--- config.mk ---
export PLATFORM = sky130hd
export DESIGN_NAME = pwm_chan_irq_ctrl
export DESIGN_NICKNAME = d
export VERILOG_FILES = /design/src/rtl/pwm_irq_pkg.sv /design/src/rtl/pwm_w1sc_bits.sv /design/src/rtl/pwm_evt_flags.sv /design/src/rtl/pwm_chan_irq_ctrl.sv
export SDC_FILE = /design/constraint.sdc
export NUM_CORES = 1
export LEC_CHECK = 0
export ABC_AREA = 0
export BUFFER_PORTS_ARGS = -buffer_cell sky130_fd_sc_hd__buf_2
export CORE_MARGIN = 2
export CORE_UTILIZATION = 35
export DETAILED_ROUTE_END_ITERATION = 8
export PLACE_DENSITY = 0.79
export SLEW_MARGIN = 40
export SYNTH_ARGS = -nofsm -noshare
export SYNTH_HDL_FRONTEND = slang
export SYNTH_SLANG_ARGS = --single-unit
--- constraint.sdc ---
create_clock -name clk -period 1.05 [get_ports clk]
set_input_delay 0 -clock clk [delete_from_list [all_inputs] [get_ports clk]]
set_output_delay 0 -clock clk [all_outputs]
set_load 0.1 [all_outputs]
--- src/rtl/pwm_irq_pkg.sv ---
package pwm_irq_pkg;
    // word indices of the register file
    localparam int unsigned OFS_CH_ON    = 0;
    localparam int unsigned OFS_CH_OFF   = 1;
    localparam int unsigned OFS_CH_STAT  = 2;
    localparam int unsigned OFS_IRQ_ON   = 3;
    localparam int unsigned OFS_IRQ_OFF  = 4;
    localparam int unsigned OFS_IRQ_MASK = 5;
    localparam int unsigned OFS_EVT      = 6;
endpackage

--- src/rtl/pwm_w1sc_bits.sv ---
module pwm_w1sc_bits #(
    parameter int unsigned N = 4
) (
    input  logic         clk,
    input  logic         rst_n,
    input  logic [N-1:0] set_bits,
    input  logic [N-1:0] clr_bits,
    output logic [N-1:0] bits_q
);
    typedef struct packed {
        logic [N-1:0] bits;
    } st_t;

    st_t st_d, st_q;

    always_comb begin
        st_d      = st_q;
        st_d.bits = (st_q.bits | set_bits) & ~clr_bits;
    end

    always_ff @(posedge clk or negedge rst_n) begin
        if (!rst_n) st_q <= '0;
        else        st_q <= st_d;
    end

    assign bits_q = st_q.bits;
endmodule

--- src/rtl/pwm_evt_flags.sv ---
module pwm_evt_flags #(
    parameter int unsigned N = 4
) (
    input  logic         clk,
    input  logic         rst_n,
    input  logic [N-1:0] evt,
    input  logic         rd_clr,
    output logic [N-1:0] flags_q
);
    typedef struct packed {
        logic [N-1:0] flags;
    } st_t;

    st_t st_d, st_q;

    always_comb begin
        st_d = st_q;
        // events of the reading cycle survive the clear
        if (rd_clr) st_d.flags = evt;
        else        st_d.flags = st_q.flags | evt;
    end

    always_ff @(posedge clk or negedge rst_n) begin
        if (!rst_n) st_q <= '0;
        else        st_q <= st_d;
    end

    assign flags_q = st_q.flags;
endmodule

--- src/rtl/pwm_chan_irq_ctrl.sv ---
module pwm_chan_irq_ctrl
    import pwm_irq_pkg::*;
#(
    parameter int unsigned NUM_CH = 4,
    parameter int unsigned ADDR_W = 4,
    parameter int unsigned DATA_W = 32
) (
    input  logic              clk,
    input  logic              rst_n,
    input  logic              reg_wr_en,
    input  logic              reg_rd_en,
    input  logic [ADDR_W-1:0] reg_addr,
    input  logic [DATA_W-1:0] reg_wdata,
    output logic [DATA_W-1:0] reg_rdata,
    input  logic [NUM_CH-1:0] period_end,
    output logic [NUM_CH-1:0] chan_en,
    output logic              irq
);
    localparam int unsigned PAD_W = DATA_W - NUM_CH;

    typedef struct packed {
        logic [DATA_W-1:0] rdata;
    } st_t;

    st_t st_d, st_q;

    logic [NUM_CH-1:0] wbits;
    logic [NUM_CH-1:0] en_set, en_clr, msk_set, msk_clr;
    logic [NUM_CH-1:0] en_q, mask_q, flags_q;
    logic              evt_rd;

    assign wbits = reg_wdata[NUM_CH-1:0];

    always_comb begin
        en_set  = '0;
        en_clr  = '0;
        msk_set = '0;
        msk_clr = '0;
        if (reg_wr_en) begin
            if (reg_addr == ADDR_W'(OFS_CH_ON))   en_set  = wbits;
            if (reg_addr == ADDR_W'(OFS_CH_OFF))  en_clr  = wbits;
            if (reg_addr == ADDR_W'(OFS_IRQ_ON))  msk_set = wbits;
            if (reg_addr == ADDR_W'(OFS_IRQ_OFF)) msk_clr = wbits;
        end
    end

    assign evt_rd = reg_rd_en && (reg_addr == ADDR_W'(OFS_EVT));

    pwm_w1sc_bits #(.N(NUM_CH)) u_en (
        .clk(clk), .rst_n(rst_n), .set_bits(en_set), .clr_bits(en_clr), .bits_q(en_q)
    );

    pwm_w1sc_bits #(.N(NUM_CH)) u_mask (
        .clk(clk), .rst_n(rst_n), .set_bits(msk_set), .clr_bits(msk_clr), .bits_q(mask_q)
    );

    pwm_evt_flags #(.N(NUM_CH)) u_flags (
        .clk(clk), .rst_n(rst_n), .evt(period_end), .rd_clr(evt_rd), .flags_q(flags_q)
    );

    always_comb begin
        st_d       = st_q;
        st_d.rdata = '0;
        if (reg_rd_en) begin
            if (reg_addr == ADDR_W'(OFS_CH_STAT))  st_d.rdata = {{PAD_W{1'b0}}, en_q};
            if (reg_addr == ADDR_W'(OFS_IRQ_MASK)) st_d.rdata = {{PAD_W{1'b0}}, mask_q};
            if (reg_addr == ADDR_W'(OFS_EVT))      st_d.rdata = {{PAD_W{1'b0}}, flags_q};
        end
    end

    always_ff @(posedge clk or negedge rst_n) begin
        if (!rst_n) st_q <= '0;
        else        st_q <= st_d;
    end

    assign reg_rdata = st_q.rdata;
    assign chan_en   = en_q;
    assign irq       = |(flags_q & mask_q);
endmodule

==> impl_metrics.env <==
export IMPL_fin_crit_ps=1152
export IMPL_grt_setup_unrepaired="yes"
export IMPL_syn_area_per_cell_um2=9.354
export IMPL_worstHoldPathType="in -> reg"
export IMPL_crit_start="u_flags.flags_q[1]"
export IMPL_root_buffer="clkbuf_4"
export IMPL_worstPathCellList="a22oi_2 > nand2_2 > buf_12"
export IMPL_violations="setup timing"
export IMPL_nets=193
export IMPL_grt_util_met3_pct=2.304
export IMPL_drt_initial_drc_count=28
export IMPL_viasPerCell=5.039
export IMPL_grt_busiest_layer="met2"
export IMPL_cp_top_family="flip-flops"
export IMPL_drt_total_wl_mm=2.358
export IMPL_synth_most_common_cell="buf_4"
export IMPL_cp_end_kind="output pin"
export IMPL_rrSetupSlack_ps=-60
export IMPL_hpwl_mm=1.553
export IMPL_antenna_found_initial=0
export IMPL_ys_warn_count=0
export IMPL_synth_top_cell_area_share_pct=41.56
export IMPL_row_count=19
export IMPL_power_density_nw_per_um2=1850
export IMPL_drive_gt1_share_pct=35.14
export IMPL_clock_latency_ps=290
export IMPL_crit_path_start_kind="flip-flop"
export IMPL_whs_path_depth=3
export IMPL_r2r_start="u_mask.bits_q[1]"
export IMPL_hold_viol=0
export IMPL_synth_area_leaders="dfrtp_1, buf_4, nand4b_1, o21ai_0, o21ai_1"
export IMPL_netlist_instances=103
export IMPL_port_buffers=24
export IMPL_met1_usage_pct=15.01
export IMPL_critPathKind="reg -> out"
export IMPL_fmaxAchievable_mhz=868.2
export IMPL_cap_violations=0
export IMPL_clk_pin_slew_worst_paths_ps=90
export IMPL_vias=902
export IMPL_worst_path_largest_cell_delay_ps=410
export IMPL_max_clock_path_buffers=2
export IMPL_ys_seq_area_share_pct=41.56
export IMPL_gp_congestion=0.8764
export IMPL_fin_crit_sh_pct=109.7
export IMPL_finalPower_mw=2.528
export IMPL_io_pin_count=81
export IMPL_cp_depth=3
export IMPL_drc=0
export IMPL_wl_per_cell_um=13.17
export IMPL_yosys_top_cells_count="buf_4, dfrtp_1, nand2_1"
export IMPL_post_place_cells=158
export IMPL_rr_endpoint="reg_rdata[1]"
export IMPL_crit_end="irq"
export IMPL_grt_start_max_net_pins=17
export IMPL_first_global_vias=781
export IMPL_synth_edff_count=0
export IMPL_status="finished with violations"
export IMPL_reg2reg_depth=5
export IMPL_cts_tree="yes"
export IMPL_areaGrowthSynthToFinish_pct=41.82
export IMPL_ys_seq_elements=16
export IMPL_yosysTopAreaCell="dfrtp_1"
export IMPL_irDropWorstVdd_v=0.001047
export IMPL_cp_num_buf_inv=1
export IMPL_setup_tns_ps=-161.0
export IMPL_die_area_um2=3188
export IMPL_gr_usage_met2_pct=27.74
export IMPL_overflow=0
export IMPL_h_tree_depth=1
export IMPL_grt_pass1_wl_mm=3.553
export IMPL_setup_viol=2
export IMPL_setup_slack_ps=-101.8
export IMPL_syn_area_um2=963.4
export IMPL_ant_nets=0
export IMPL_start_util_pct=35.86
export IMPL_final_cell_count_no_fill=179
export IMPL_diodes=0
export IMPL_coreArea_um2=2686
export IMPL_crit_fanout=2
export IMPL_hold_start="reg_wr_en"
export IMPL_power_leakage_nw=0.6291
export IMPL_cts_buffers=3
export IMPL_cp_required_ps=1050
export IMPL_crit_slowest_cell="dfrtp_1"
export IMPL_firstDrtPassIters=5
export IMPL_synth_distinct_cells=23
export IMPL_ys_flop_type="dfrtp_1"
export IMPL_cts_sinks=16
export IMPL_die_h_um=56.47
export IMPL_async_reset_ff_share_pct=100.0
export IMPL_finalClockSkew_ps=3.565
export IMPL_grtUsageTotal_pct=14.38
export IMPL_cp_arrival_ps=1150
export IMPL_drv_slew=0
export IMPL_die_x_um=56.47
==> cells by family (layout without fill, tap and decap cells) <==
| group | count (synthesis) | in the layout | synth area share, % |
|---|---|---|---|
| buffers and inverters | 32 | 50 | 23.64 |
| AO/OA/AOI/OAI | 29 | 29 | 18.05 |
| AND/OR/NAND/NOR | 25 | 25 | 16.36 |
| flip-flops | 16 | 16 | 41.56 |
| other | 1 | 28 | 0.3892 |
==> flip-flops by register name, indices dropped and copies added, names as in the netlist <==
register and cells:
u_mask.bits_q 4, u_en.bits_q 4, u_flags.flags_q 4, reg_rdata 4
==> layer usage <==
metal,part of all wire (%),vias up
met4,3.9,0
met2,51,66
met5,0,-
met1,36,428
li1,-,399
met3,9.4,9
==> cells in the final DEF, fill, tap and decap left out, types with 2 or more instances in the layout <==
| master | n |
|---|---|
| a21o_1 | 4 |
| a21oi_1 | 3 |
| a22oi_2 | 2 |
| buf_12 | 7 |
| buf_2 | 15 |
| buf_4 | 14 |
| clkbuf_4 | 4 |
| conb_1 | 28 |
| dfrtp_1 | 12 |
| dfrtp_2 | 4 |
| dlygate4sd3_1 | 9 |
| nand2_1 | 8 |
| nand3_1 | 5 |
| nand4b_1 | 4 |
| o21ai_0 | 7 |
| o21ai_1 | 6 |
| o31ai_1 | 4 |
==> worst register-to-register path, stage by stage, from the launching register on <==
cell	delay (ps)
dfrtp_1	420
buf_4	150
buf_4	120
buf_4	140
nand4b_1	100
a21oi_1	70
==> worst min-delay path by stage <==
stage	end
6_report	u_mask.bits_q[1]
4_1_cts	u_mask.bits_q[1]
2_1_floorplan	reg_rdata[0]
3_5_place_dp	u_mask.bits_q[1]
5_1_grt	u_mask.bits_q[1]
3_3_place_gp	u_mask.bits_q[3]
==> power by group <==
part	leakage (nW)	switching [mW]	internal [mW]	total, mW
clock	0.0210	0.189	0.211	0.400
combinational	0.422	0.972	0.377	1.35
sequential	0.186	0.0813	0.697	0.779
total	0.629	1.24	1.29	2.53
==> repair_timing <==
action,in CTS,in global routing
setup endpoints to repair,2,3
resized for setup,7,4
hold buffers,9,0
pin swaps,1,0
setup buffers,5,3
endpoints found under the hold margin,24,0
==> area by class of cell <==
type	count	area (µm²)
clock buffers	4	36.28
well taps	31	38.79
fillers	231	1320
flip-flops and latches	16	405.4
repair buffers	46	417.9
multi-input cells	82	467.9
==> stage by stage <==
step,hold slack [ps],setup slack (ps),util (%),instance area [µm²]
final,9.424,-101.8,50.86,1366
after global routing,25.01,-143.3,50.86,1366
after CTS,1.598,-96.79,49.23,1323
after detailed placement,-70.72,25.29,42.11,1131
after global placement,-80.42,41.55,42.11,1131
after floorplan,-295.6,-209.0,-,1072
(Power assumes the default switching activity.)
